### config.mk
export PLATFORM = sky130hd
export DESIGN_NAME = tf_triplet_finder
export DESIGN_NICKNAME = d
export VERILOG_FILES = /design/src/rtl/tf_pkg.sv /design/src/rtl/tf_bit_store.sv /design/src/rtl/tf_barrel.sv /design/src/rtl/tf_pick.sv /design/src/rtl/tf_triplet_finder.sv
export SDC_FILE = /design/constraint.sdc
export NUM_CORES = 1
export LEC_CHECK = 0
export ABC_CLOCK_PERIOD_IN_PS = 14200
export BUFFER_PORTS_ARGS = -buffer_cell sky130_fd_sc_hd__buf_4
export CORE_MARGIN = 2
export CORE_UTILIZATION = 30
export DETAILED_ROUTE_END_ITERATION = 10
export HOLD_SLACK_MARGIN = 0.15
export PLACE_DENSITY = 0.55
export RECOVER_POWER = 25
export SYNTH_ARGS = -nofsm -noshare
export SYNTH_HDL_FRONTEND = slang
export SYNTH_SLANG_ARGS = --single-unit
### constraint.sdc
create_clock -name clk -period 14.2 [get_ports clk]
set_clock_uncertainty 0.05 [all_clocks]
set_input_delay 2.84 -clock clk [delete_from_list [all_inputs] [get_ports clk]]
set_output_delay 2.84 -clock clk [all_outputs]
set_load 0.1 [all_outputs]
### src/rtl/tf_pkg.sv
package tf_pkg;
  typedef enum logic [1:0] {
    PL_A    = 2'd0,
    PL_B    = 2'd1,
    PL_C    = 2'd2,
    PL_NONE = 2'd3
  } plane_e;
endpackage

### src/rtl/tf_bit_store.sv
module tf_bit_store #(
  parameter int POS_W = 6,
  localparam int NPOS = 1 << POS_W
) (
  input  logic             clk,
  input  logic             rst,
  input  logic             clr,
  input  logic             hit_vld,
  input  logic [1:0]       hit_plane,
  input  logic [POS_W-1:0] hit_pos,
  output logic [NPOS-1:0]  arr_a,
  output logic [NPOS-1:0]  arr_c_rev
);
  import tf_pkg::*;

  plane_e pl;
  assign pl = plane_e'(hit_plane);

  logic [POS_W-1:0] rev_idx;
  assign rev_idx = POS_W'(NPOS - 1) - hit_pos;

  // plane A kept in natural order
  always_ff @(posedge clk) begin
    if (rst || clr) begin
      arr_a <= '0;
    end else if (hit_vld && pl == PL_A) begin
      arr_a[hit_pos] <= 1'b1;
    end
  end

  // plane C kept mirrored so the match becomes a shift plus AND
  always_ff @(posedge clk) begin
    if (rst || clr) begin
      arr_c_rev <= '0;
    end else if (hit_vld && pl == PL_C) begin
      arr_c_rev[rev_idx] <= 1'b1;
    end
  end

  // clear empties both arrays, also when a hit comes along
  p_clear_empties_r8: assert property (@(posedge clk) disable iff (rst)
    clr |=> (arr_a == '0 && arr_c_rev == '0));

  // unused plane code leaves the arrays alone
  p_ignore_none_r9: assert property (@(posedge clk) disable iff (rst)
    (hit_vld && pl == PL_NONE && !clr) |=> ($stable(arr_a) && $stable(arr_c_rev)));

  // a centre hit never alters stored outer patterns
  p_centre_no_store_r2: assert property (@(posedge clk) disable iff (rst)
    (hit_vld && pl == PL_B && !clr) |=> ($stable(arr_a) && $stable(arr_c_rev)));
endmodule

### src/rtl/tf_barrel.sv
module tf_barrel #(
  parameter int W    = 128,
  parameter int SH_W = 7
) (
  input  logic [W-1:0]    din,
  input  logic [SH_W-1:0] sh,
  output logic [W-1:0]    dout
);
  logic [W-1:0] stage [SH_W+1];

  assign stage[0] = din;

  for (genvar g = 0; g < SH_W; g++) begin : g_stage
    localparam int AMT = 1 << g;
    assign stage[g+1] = sh[g] ? (stage[g] >> AMT) : stage[g];
  end

  assign dout = stage[SH_W];
endmodule

### src/rtl/tf_pick.sv
module tf_pick #(
  parameter int POS_W = 6,
  localparam int NPOS  = 1 << POS_W,
  localparam int CNT_W = POS_W + 1
) (
  input  logic             clk,
  input  logic             rst,
  input  logic             in_vld,
  input  logic [POS_W-1:0] in_b,
  input  logic [NPOS-1:0]  in_mask,
  output logic             out_vld,
  output logic             out_found,
  output logic [POS_W-1:0] out_a,
  output logic [POS_W-1:0] out_b,
  output logic [POS_W-1:0] out_c,
  output logic [CNT_W-1:0] out_cnt
);
  logic [POS_W-1:0] low_idx;
  logic             any_set;
  logic [CNT_W-1:0] ones;

  // lowest set bit wins
  always_comb begin
    low_idx = '0;
    any_set = 1'b0;
    for (int i = NPOS - 1; i >= 0; i--) begin
      if (in_mask[i]) begin
        low_idx = POS_W'(i);
        any_set = 1'b1;
      end
    end
  end

  always_comb begin
    ones = '0;
    for (int i = 0; i < NPOS; i++) begin
      ones = ones + CNT_W'(in_mask[i]);
    end
  end

  always_ff @(posedge clk) begin
    if (rst) begin
      out_vld   <= 1'b0;
      out_found <= 1'b0;
      out_a     <= '0;
      out_b     <= '0;
      out_c     <= '0;
      out_cnt   <= '0;
    end else begin
      out_vld   <= in_vld;
      out_found <= in_vld && any_set;
      out_a     <= low_idx;
      out_b     <= in_b;
      out_c     <= POS_W'({in_b, 1'b0} - {1'b0, low_idx});
      out_cnt   <= in_vld ? ones : '0;
    end
  end

  // flag and count come from separate reductions and must agree
  p_found_matches_cnt_r5: assert property (@(posedge clk) disable iff (rst)
    out_vld |-> (out_found == (out_cnt != '0)));

  // reported pair lies on the line through the centre hit
  p_pair_on_line_r4: assert property (@(posedge clk) disable iff (rst)
    out_found |-> (({1'b0, out_a} + {1'b0, out_c}) == {out_b, 1'b0}));

  // nothing is reported without a valid record
  p_quiet_when_idle_r10: assert property (@(posedge clk) disable iff (rst)
    !out_vld |-> (!out_found && out_cnt == '0));
endmodule

### src/rtl/tf_triplet_finder.sv
module tf_triplet_finder #(
  parameter int POS_W = 6,
  localparam int NPOS  = 1 << POS_W,
  localparam int EXT   = 2 * NPOS,
  localparam int SH_W  = POS_W + 1,
  localparam int CNT_W = POS_W + 1
) (
  input  logic             clk,
  input  logic             rst,
  input  logic             clr,
  input  logic             hit_vld,
  input  logic [1:0]       hit_plane,
  input  logic [POS_W-1:0] hit_pos,
  output logic             trip_vld,
  output logic             trip_found,
  output logic [POS_W-1:0] trip_pos_a,
  output logic [POS_W-1:0] trip_pos_b,
  output logic [POS_W-1:0] trip_pos_c,
  output logic [CNT_W-1:0] trip_cnt
);
  import tf_pkg::*;

  localparam logic [SH_W-1:0] SH_TOP = SH_W'(EXT - 1);

  logic [NPOS-1:0] arr_a;
  logic [NPOS-1:0] arr_c_rev;

  tf_bit_store #(.POS_W(POS_W)) u_store (
    .clk       (clk),
    .rst       (rst),
    .clr       (clr),
    .hit_vld   (hit_vld),
    .hit_plane (hit_plane),
    .hit_pos   (hit_pos),
    .arr_a     (arr_a),
    .arr_c_rev (arr_c_rev)
  );

  logic b_hit;
  assign b_hit = hit_vld && (plane_e'(hit_plane) == PL_B);

  // mirrored C sits in the upper half; below it zeros fill the window
  logic [EXT-1:0]  c_ext;
  logic [EXT-1:0]  c_shifted;
  logic [SH_W-1:0] sh_amt;

  assign c_ext  = {arr_c_rev, {NPOS{1'b0}}};
  assign sh_amt = SH_TOP - {hit_pos, 1'b0};

  tf_barrel #(.W(EXT), .SH_W(SH_W)) u_shift (
    .din  (c_ext),
    .sh   (sh_amt),
    .dout (c_shifted)
  );

  logic             m_vld;
  logic [POS_W-1:0] m_b;
  logic [NPOS-1:0]  m_mask;

  always_ff @(posedge clk) begin
    if (rst) begin
      m_vld  <= 1'b0;
      m_b    <= '0;
      m_mask <= '0;
    end else begin
      m_vld  <= b_hit;
      m_b    <= hit_pos;
      m_mask <= b_hit ? (arr_a & c_shifted[NPOS-1:0]) : '0;
    end
  end

  tf_pick #(.POS_W(POS_W)) u_pick (
    .clk       (clk),
    .rst       (rst),
    .in_vld    (m_vld),
    .in_b      (m_b),
    .in_mask   (m_mask),
    .out_vld   (trip_vld),
    .out_found (trip_found),
    .out_a     (trip_pos_a),
    .out_b     (trip_pos_b),
    .out_c     (trip_pos_c),
    .out_cnt   (trip_cnt)
  );

  // each centre hit yields a record two edges later
  p_result_latency_r3: assert property (@(posedge clk) disable iff (rst)
    b_hit |=> ##1 trip_vld);

  // the record carries the centre coordinate that was presented
  p_centre_echo_r3: assert property (@(posedge clk) disable iff (rst)
    b_hit |=> ##1 (trip_pos_b == $past(hit_pos, 2)));

  // no record without a centre hit
  p_no_spurious_r10: assert property (@(posedge clk) disable iff (rst)
    !b_hit |=> ##1 !trip_vld);
endmodule

==> results of run 1 <==
## stage by stage
step	worst slack (ps)	std cells	instance area, um^2	util	power, uW
6_report	5930	2099	14900	0.337	1410
3_3_place_gp	7890	2053	14200	0.320	764
5_1_grt	5640	2099	14900	0.337	1450
4_1_cts	7870	2099	15000	0.339	1420
2_1_floorplan	8160	1508	13400	-	736
3_5_place_dp	7900	2053	14200	0.320	765
## cells in the final DEF, fill, tap and decap left out, types with 4 or more instances in the layout
| cell | count |
|---|---|
| sky130_fd_sc_hd__ha_1 | 20 |
| sky130_fd_sc_hd__mux4_2 | 58 |
| sky130_fd_sc_hd__fa_1 | 55 |
| sky130_fd_sc_hd__o22ai_1 | 40 |
| sky130_fd_sc_hd__nor4_1 | 15 |
| sky130_fd_sc_hd__a21oi_1 | 168 |
| sky130_fd_sc_hd__a211oi_1 | 8 |
| sky130_fd_sc_hd__nand2b_1 | 11 |
| sky130_fd_sc_hd__o31ai_1 | 4 |
| sky130_fd_sc_hd__o2bb2ai_1 | 8 |
| sky130_fd_sc_hd__or4_1 | 5 |
| sky130_fd_sc_hd__mux2i_1 | 60 |
| sky130_fd_sc_hd__o21ai_0 | 21 |
| sky130_fd_sc_hd__nor3_1 | 20 |
| sky130_fd_sc_hd__clkbuf_8 | 5 |
| sky130_fd_sc_hd__dfxtp_1 | 225 |
| sky130_fd_sc_hd__inv_1 | 97 |
| sky130_fd_sc_hd__nor2_1 | 233 |
| sky130_fd_sc_hd__o211a_1 | 12 |
| sky130_fd_sc_hd__o21ai_1 | 29 |
| sky130_fd_sc_hd__clkbuf_16 | 26 |
| sky130_fd_sc_hd__clkbuf_1 | 36 |
| sky130_fd_sc_hd__or3_1 | 5 |
| sky130_fd_sc_hd__and2_1 | 8 |
| sky130_fd_sc_hd__a22oi_1 | 14 |
| sky130_fd_sc_hd__a31oi_1 | 6 |
| sky130_fd_sc_hd__nand2_1 | 124 |
| sky130_fd_sc_hd__nor2b_1 | 23 |
| sky130_fd_sc_hd__a21o_1 | 10 |
| sky130_fd_sc_hd__clkinvlp_4 | 4 |
| sky130_fd_sc_hd__mux2_2 | 28 |
| sky130_fd_sc_hd__and3_1 | 25 |
| sky130_fd_sc_hd__nand3_1 | 11 |
| sky130_fd_sc_hd__mux2_1 | 5 |
| sky130_fd_sc_hd__buf_4 | 20 |
## critical path: cells and delay by family
kind | cells | cell delay (ps)
AO/OA/AOI/OAI | 1 | 310
buffers and inverters | 3 | 4080
AND/OR/NAND/NOR | 2 | 1350
## routing by layer
| layer | GRT usage | vias to the layer above |
|---|---|---|
| met5 | 0 | - |
| met4 | 0.0492 | 0 |
| met3 | 0.0279 | 70 |
| met2 | 0.296 | 437 |
| met1 | 0.260 | 5508 |
| li1 | - | 5246 |
## cells by family (layout without fill, tap and decap cells)
| kind of cell | count (synthesis) | in the layout | share of synthesized area |
|---|---|---|---|
| buffers and inverters | 197 | 196 | 0.0595 |
| AO/OA/AOI/OAI | 344 | 344 | 0.154 |
| adder cells (fa/ha/maj) | 75 | 75 | 0.101 |
| XOR/XNOR | 6 | 6 | 0.00447 |
| flip-flops | 225 | 225 | 0.335 |
| multiplexers | 151 | 151 | 0.170 |
| AND/OR/NAND/NOR | 510 | 510 | 0.177 |
## flip-flops by register name (all words and copies together) (netlist names)
| signal | flops |
|---|---|
| m_b | 6 |
| u_pick.out_c | 6 |
| m_vld | 1 |
| u_pick.out_found | 1 |
| u_pick.out_b | 6 |
| u_pick.out_vld | 1 |
| u_store.arr_c_rev | 64 |
| m_mask | 64 |
| u_pick.out_cnt | 7 |
| u_store.arr_a | 64 |
| u_pick.out_a | 5 |
## power by group
group          leakage, uW  internal, uW  switching, uW  total (uW)
logic              0.00359          31.7           84.4         116
registers          0.00182           634           1.46         636
clock network     0.000400           381            273         654
total              0.00581          1050            359        1410
## worst min path at each step
stage | endpoint | cells after the start | slack [ps]
after floorplan | m_mask[19]$_SDFF_PP0_ | 2 | 360
after global placement | m_mask[23]$_SDFF_PP0_ | 2 | 370
after detailed placement | m_mask[59]$_SDFF_PP0_ | 2 | 380
after CTS | m_mask[25]$_SDFF_PP0_ | 2 | 380
after global routing | m_mask[55]$_SDFF_PP0_ | 2 | 400
final | m_mask[57]$_SDFF_PP0_ | 2 | 380
## cell type report
| type | instances | share of cell area |
|---|---|---|
| Timing Repair Buffer | 51 | 0.0179 |
| Tap cell | 592 | 0.0498 |
| Clock buffer | 36 | 0.0496 |
| Multi-Input combinational cell | 1086 | 0.548 |
| Inverter | 99 | 0.0250 |
| Sequential cell | 225 | 0.303 |
| Clock inverter | 10 | 0.00673 |
==> summary.md, run 1 <==
| Metric | Value |
|---|---|
| Final GP Congestion | a little over 0.9 |
| Fin. max-slew vios | between 150 and 200 |
| Sum of negative setup slack | 0 ps |
| Die width | roughly 220 um |
| Global-route wire length before repair | 66800 um |
| Met1 wire length | between 15000 and 20000 um |
| Worst hold path type | reg2reg |
| Detailed Place HPWL | 32100 um |
| Layout filler cell count | around 4700 |
| Slew HR | -1.54 |
| Worst setup EP type | flop |
| Shortest clock period the worst path allows after layout | 8270 ps |
| Summed instance area of the synthesized netlist | 13400 um^2 |
| Mean area per synthesized cell | 8.91 um^2 |
| Synthesized netlist net count | 1595 |
| Count of final setup violators | 0 |
| Initial standard-cell utilization of the core | 0.304 |
| Required time of the critical path | approximately 15000 ps |
| Antenna viol nets, final | 0 |
| Maximum number of pins on one net before global-route repair | 87 |
| Critical register-to-register path startpoint | m_mask[0]$_SDFF_PP0_ |
| Total congestion overflow | 0 |
| Fraction of layout instances using a drive strength above 1 | 0.116 |
| Main flop type after synthesis | sky130_fd_sc_hd__dfxtp_1 |
| Total GRT Usage | 0.185 |
| Storage cell area | roughly 4500 um^2 |
| Most used standard cells in the synthesized netlist | sky130_fd_sc_hd__nor2_1, sky130_fd_sc_hd__dfxtp_1, sky130_fd_sc_hd__a21oi_1, sky130_fd_sc_hd__nand2_1, sky130_fd_sc_hd__inv_1 |
| Number of detailed-routing iterations run before antenna repair | 5 |
| TritonCTS clock tree | done |
| Final Hold Violating Endpoints | 0 |
| Antenna violations before repair | 1 |
| Cell leakage power | between 0.005 and 0.006 uW |
| TritonCTS Buffers | 26 |
| Delay of the slowest cell on the worst path | between 2000 and 3000 ps |
| Num rows | 77 |
| Final net count | between 1500 and 2000 |
| Ant. Diodes | 0 |
| Unrepaired setup endpoints after global routing | false |
| Die extent in y | around 220 um |
| Crit Reg-Reg Endpoint | u_pick.out_cnt[6]$_SDFF_PP0_ |
| Gate count of the mapped netlist | 1508 |
| Count of yosys warnings during synthesis | 0 |
| CTS-repair resized insts | 0 |
| Top-area cell type share of the netlist area | 0.335 |
| Total core area | roughly 44000 um^2 |
| Transition time at the pin with the least slew margin | around 3800 ps |
| Signed area change from the synthesized netlist to the final layout | 10.8% |
| Clock-pin slew on the worst setup and hold paths | 60 ps |
| Max Cap Violations | 2 |
| Number of ports placed on the die boundary | 39 |
| Result of the run | finished, violations left |
| Routed via count | 11300 |
| Final worst-path cycle share | 0.582 |
| Residual DRC count | 0 |
| Count of buffers inserted at the top-level ports | 38 |
| Fraction of the yosys area taken by sequential cells | 0.335 |
| Async S/R FF share, synth | 0 |
| Count of flip-flops with a built-in enable after synthesis | 0 |
| FMAX | roughly 120 MHz |
| IR Drop Worst-Case VDD | around 74 uV |
| Uppermost signal routing layer after detailed routing | met4 |
| Post-synthesis cell type with the largest combined area | sky130_fd_sc_hd__dfxtp_1 |
| Critical Setup Path Class | in2reg |
| Launch instance of the worst min-delay path | u_store.arr_a[57]$_SDFFE_PP0P_ |
| Number of register bits inferred by synthesis | between 200 and 250 |
| Worst hold slack | around 380 ps |
| Worst-case clock buffer depth | 3 |
| DR WL met2 | about 20000 um |
| Total length of routed wires | approximately 43000 um |
| Wire length on met3 | 3490 um |
| CTS root buffer | sky130_fd_sc_hd__clkbuf_16 |
| DR vias/cell | approximately 5.4 |
| Insertion delay of the later-clocked pin in the worst-skew pair | about 560 ps |
| Top post-synthesis cells by area | sky130_fd_sc_hd__dfxtp_1, sky130_fd_sc_hd__mux4_2, sky130_fd_sc_hd__fa_1 |
| Failing checks | max-capacitance violations, max-slew violations |
| Most frequent cell after synthesis | sky130_fd_sc_hd__nor2_1 |
| Critical Path Start Type | primary input |
| WL/cell | roughly 21 um |
| Via count of the first global-routing pass | around 11000 |
| Crit. Startpoint | hit_pos[3] |
| Logic depth of the worst register-to-register path | 18 |
| Hold-fix buffers, CTS | 0 |
| Maximum fanout count along the critical path | 86 |
| Violation count after the first detailed-route iteration | about 1200 |
| Number of clock sinks | 225 |
| H-Tree Level Count | 1 |
| Cell-by-cell listing of the critical path | clkbuf_1, clkinv_1, buf_4, nor2_2, a22oi_1, nor2_1 |
| Arr. time, crit path | between 8000 and 9000 ps |
| Unique cell type count in the Yosys netlist | 76 |
| Capture point of the worst path | m_mask[54]$_SDFF_PP0_ |
| Multi-input logic area | slightly above 8000 um^2 |
| Post-CTS repair timing setup buffer count | 0 |
| Power density over the cells | around 94 nW/um^2 |
| Slowest stage cell on the critical path | sky130_fd_sc_hd__clkbuf_1 |
| Die area | between 40000 and 50000 um^2 |
| Reg-to-reg setup timing slack | between 7000 and 8000 ps |
(Power assumes the default switching activity.)
==> run 2: changes to the inputs <==
--- a/config.mk
+++ b/config.mk
@@ -5,13 +5,14 @@
 export SDC_FILE = /design/constraint.sdc
 export NUM_CORES = 1
 export LEC_CHECK = 0
-export ABC_CLOCK_PERIOD_IN_PS = 14200
+export ABC_AREA = 1
+export ABC_CLOCK_PERIOD_IN_PS = 7330
 export BUFFER_PORTS_ARGS = -buffer_cell sky130_fd_sc_hd__buf_4
 export CORE_MARGIN = 2
 export CORE_UTILIZATION = 30
 export DETAILED_ROUTE_END_ITERATION = 10
 export HOLD_SLACK_MARGIN = 0.15
-export PLACE_DENSITY = 0.55
+export PLACE_DENSITY = 0.57
 export RECOVER_POWER = 25
 export SYNTH_ARGS = -nofsm -noshare
 export SYNTH_HDL_FRONTEND = slang
==> constraint.sdc (replaced) <==
create_clock -name clk -period 7.33 [get_ports clk]
set_clock_uncertainty 0.05 [all_clocks]
set_input_delay 1.466 -clock clk [delete_from_list [all_inputs] [get_ports clk]]
set_output_delay 1.466 -clock clk [all_outputs]
set_load 0.1 [all_outputs]
==> run 2 against run 1 <==
Compared with the run above:
- the flow still finishes with violations (max-capacitance violations, max-slew violations)
- setup slack got worse by 5200 ps
- power grew 100%
- global-route usage increased by 1.5 points
- register-to-register slack got worse by 6800 ps
==> summary.md, run 2 <==
| Metric | Value |
|---|---|
| Total GRT Usage | 0.200 (+0.0155) |
| H-Tree Level Count | 1 (unchanged) |
| Synthesized netlist net count | 2096 (+31%) |
| Failing checks | max-capacitance violations, max-slew violations |
| Number of ports placed on the die boundary | 39 (unchanged) |
| Unique cell type count in the Yosys netlist | 33 (-57%) |
| Largest registers in the final layout | m_mask (64), u_store.arr_a (64), u_store.arr_c_rev (64) |
| Worst hold slack | 351 ps (-29.2 ps) |
| Slowest stage cell on the critical path | sky130_fd_sc_hd__clkbuf_1 |
| Slew HR | -1.69 (-0.153) |
| Initial standard-cell utilization of the core | 0.305 (+0.000707) |
| Violation count after the first detailed-route iteration | 1331 (+14%) |
| Most used standard cells in the synthesized netlist | sky130_fd_sc_hd__nand2_1, sky130_fd_sc_hd__inv_1, sky130_fd_sc_hd__nor2_1, sky130_fd_sc_hd__dfxtp_1, sky130_fd_sc_hd__a21oi_1 |
| Async S/R FF share, synth | 0 (unchanged) |
| CTS root buffer | sky130_fd_sc_hd__clkbuf_16 |
| Antenna viol nets, final | 0 (unchanged) |
| Total length of routed wires | 47400 um (+9.5%) |
| Count of final setup violators | 0 (unchanged) |
| Hold-fix buffers, CTS | 0 (unchanged) |
| Die area | 46600 um^2 (+0.23%) |
| Delay of the slowest cell on the worst path | 2530 ps (-100 ps) |
| Mean area per synthesized cell | 6.70 um^2 (-25%) |
| Shortest clock period the worst path allows after layout | approximately 6600 ps |
| Maximum fanout count along the critical path | 84 (-2.3%) |
| Count of yosys warnings during synthesis | 0 (unchanged) |
| Total congestion overflow | 0 (unchanged) |
| Cell-by-cell listing of the critical path | buf_4, clkbuf_1, nand2_1, nor2_1, nand2_1, nand3_1, nand3_1, inv_1 |
| Fin. max-slew vios | 270 (+76%) |
| Unrepaired setup endpoints after global routing | false |
| Global-route wire length before repair | 72600 um (+8.7%) |
| Routed via count | 12900 (+15%) |
| Insertion delay of the later-clocked pin in the worst-skew pair | 560 ps (about the same) |
| Ant. Diodes | 0 (unchanged) |
| Commonest non-fill, non-tap cell in the layout | sky130_fd_sc_hd__nand2_1 |
| Power density over the cells | 187 nW/um^2 (+98%) |
| Die width | 216 um (+0.11%) |
| Detailed Place HPWL | 35000 um (+9.0%) |
| Count of flip-flops with a built-in enable after synthesis | 0 (unchanged) |
| Critical Path Start Type | primary input |
| Antenna violations before repair | 0 (-1) |
| Num rows | 77 (unchanged) |
| Number of register bits inferred by synthesis | 225 (unchanged) |
| Number of detailed-routing iterations run before antenna repair | 5 (unchanged) |
| Highest-count cells in the layout ignoring fill and taps | sky130_fd_sc_hd__nand2_1, sky130_fd_sc_hd__inv_1, sky130_fd_sc_hd__nor2_1, sky130_fd_sc_hd__dfxtp_1, sky130_fd_sc_hd__a21oi_1 |
| Top post-synthesis cells by area | sky130_fd_sc_hd__dfxtp_1, sky130_fd_sc_hd__nand2_1, sky130_fd_sc_hd__fa_1 |
| Util after Layout | 0.339 (+0.00207) |
| Arr. time, crit path | 6980 ps (-1680 ps) |
| Summed instance area of the synthesized netlist | 13500 um^2 (+0.23%) |
| Cell leakage power | 0.00636 uW (+9.5%) |
| CTS-repair resized insts | 0 (unchanged) |
| Fraction of layout instances using a drive strength above 1 | 0.0513 (-0.0648) |
| Number of clock sinks | 225 (unchanged) |
| Final worst-path cycle share | 0.894 |
| Maximum number of pins on one net before global-route repair | 85 (-2.3%) |
| Fraction of the yosys area taken by sequential cells | 0.334 (-0.000779) |
| Clock-pin slew on the worst setup and hold paths | 60 ps (about the same) |
| Worst setup EP type | flop |
| Final GP Congestion | 0.932 (about the same) |
| Result of the run | finished, violations left |
| TritonCTS clock tree | done |
| Residual DRC count | 0 (unchanged) |
| Post-CTS repair timing setup buffer count | 0 (unchanged) |
| Storage cell area | 4500 um^2 (unchanged) |
| Max Cap Violations | 4 (+2) |
| Final Hold Violating Endpoints | 0 (unchanged) |
| Layout filler cell count | 4797 (+3.0%) |
| FMAX | ~150 MHz |
| WL/cell | 18.3 um (-12%) |
| TritonCTS Buffers | 27 (+3.8%) |
| Signed area change from the synthesized netlist to the final layout | 11.2% |
| Main flop type after synthesis | sky130_fd_sc_hd__dfxtp_1 |
| Worst-case clock buffer depth | 3 (unchanged) |
| Die extent in y | 216 um (+0.11%) |
| Critical Setup Path Class | in2reg |
| Worst hold path type | reg2reg |
| Most frequent cell after synthesis | sky130_fd_sc_hd__nand2_1 |
| Total core area | 44200 um^2 (unchanged) |
| Top-area cell type share of the netlist area | 0.334 (-0.000779) |
| Sum of negative setup slack | 0 ps (unchanged) |
| IR Drop Worst-Case VDD | 151 uV (+100%) |
| CP Buf/Inv Count | 3 (unchanged) |
| Post-synthesis cell type with the largest combined area | sky130_fd_sc_hd__dfxtp_1 |
| Final net count | 2075 (+32%) |
| Multi-input logic area | 7390 um^2 (-9.4%) |
| Count of buffers inserted at the top-level ports | 38 (unchanged) |
| DR vias/cell | 4.98 (-7.1%) |
| Total power of the final layout | 2810 uW (+100%) |
| Via count of the first global-routing pass | 12300 (+13%) |
| Delay-heaviest family, CP | buffers and inverters |
| Transition time at the pin with the least slew margin | 4040 ps (+229 ps) |
| Gate count of the mapped netlist | 2009 (+33%) |
| Required time of the critical path | 7760 ps (-6830 ps) |
## run 2: changes by cell type after synthesis, moves of 35 or more
cell / previous run / this run
sky130_fd_sc_hd__inv_1: 97 / 280
sky130_fd_sc_hd__nand2_1: 124 / 508
sky130_fd_sc_hd__nand3_1: 11 / 75
sky130_fd_sc_hd__inv_2: 1 / 36
sky130_fd_sc_hd__o21ai_1: 29 / 126
sky130_fd_sc_hd__mux4_2: 58 / 0
## run 2: worst register-to-register path: stages (launching register included)
cell and delay (ps):
sky130_fd_sc_hd__dfxtp_1 330, sky130_fd_sc_hd__ha_1 290, sky130_fd_sc_hd__inv_1 60, sky130_fd_sc_hd__fa_1 430
sky130_fd_sc_hd__fa_1 550, sky130_fd_sc_hd__fa_1 450, sky130_fd_sc_hd__fa_1 540, sky130_fd_sc_hd__fa_1 440
sky130_fd_sc_hd__fa_1 530, sky130_fd_sc_hd__fa_1 430, sky130_fd_sc_hd__fa_1 490, sky130_fd_sc_hd__inv_1 50
sky130_fd_sc_hd__fa_1 400, sky130_fd_sc_hd__fa_1 430, sky130_fd_sc_hd__a31oi_1 260, sky130_fd_sc_hd__nor2_1 70
sky130_fd_sc_hd__o21ai_0 160, sky130_fd_sc_hd__a21oi_1 80
## run 2: worst paths after layout
path         cells past startpoint                            to  slack, ps                  from
max                              8         m_mask[29]$_SDFF_PP0_        780            hit_pos[0]
max reg2reg                     17  u_pick.out_cnt[6]$_SDFF_PP0_       1150  m_mask[0]$_SDFF_PP0_
min reg2reg                      2    u_pick.out_b[5]$_SDFF_PP0_        350     m_b[5]$_SDFF_PP0_
min                              2    u_pick.out_b[5]$_SDFF_PP0_        350     m_b[5]$_SDFF_PP0_
## run 2: cell families after synthesis
family                   after synthesis  synth area share
flip-flops                           225             0.334
AO/OA/AOI/OAI                        382             0.157
multiplexers                          57            0.0424
adder cells (fa/ha/maj)               75             0.100
buffers and inverters                419             0.118
XOR/XNOR                               1          0.000650
AND/OR/NAND/NOR                      850             0.247
## run 2: per-stage QoR
stage                     cells  worst slack (ps)  cell area, um^2
after floorplan            2009              1450            13500
after CTS                  2598              1130            15100
after detailed placement   2551              1150            14200
after global routing       2598               410            15000
final                      2598               780            15000
after global placement     2551              1270            14200
## run 2: cell type report
| cell class | instances | share of cell area |
|---|---|---|
| Clock buffer | 32 | 0.0477 |
| Clock inverter | 15 | 0.00994 |
| Inverter | 318 | 0.0806 |
| Multi-Input combinational cell | 1365 | 0.494 |
| Sequential cell | 225 | 0.301 |
| Tap cell | 592 | 0.0495 |
| Timing Repair Buffer | 51 | 0.0178 |
## run 2: layer usage
metal  wire length (um)  global-route usage
met2              20700               0.315
met5                  0                   0
met3               3590              0.0292
met4               1690              0.0715
met1              21500               0.279
## run 2: power by group
group | switching, uW | leakage, uW | internal (uW) | total [uW]
combinational | 200 | 0.00412 | 51.7 | 252
sequential | 2.68 | 0.00182 | 1230 | 1230
clock | 556 | 0.000425 | 768 | 1320
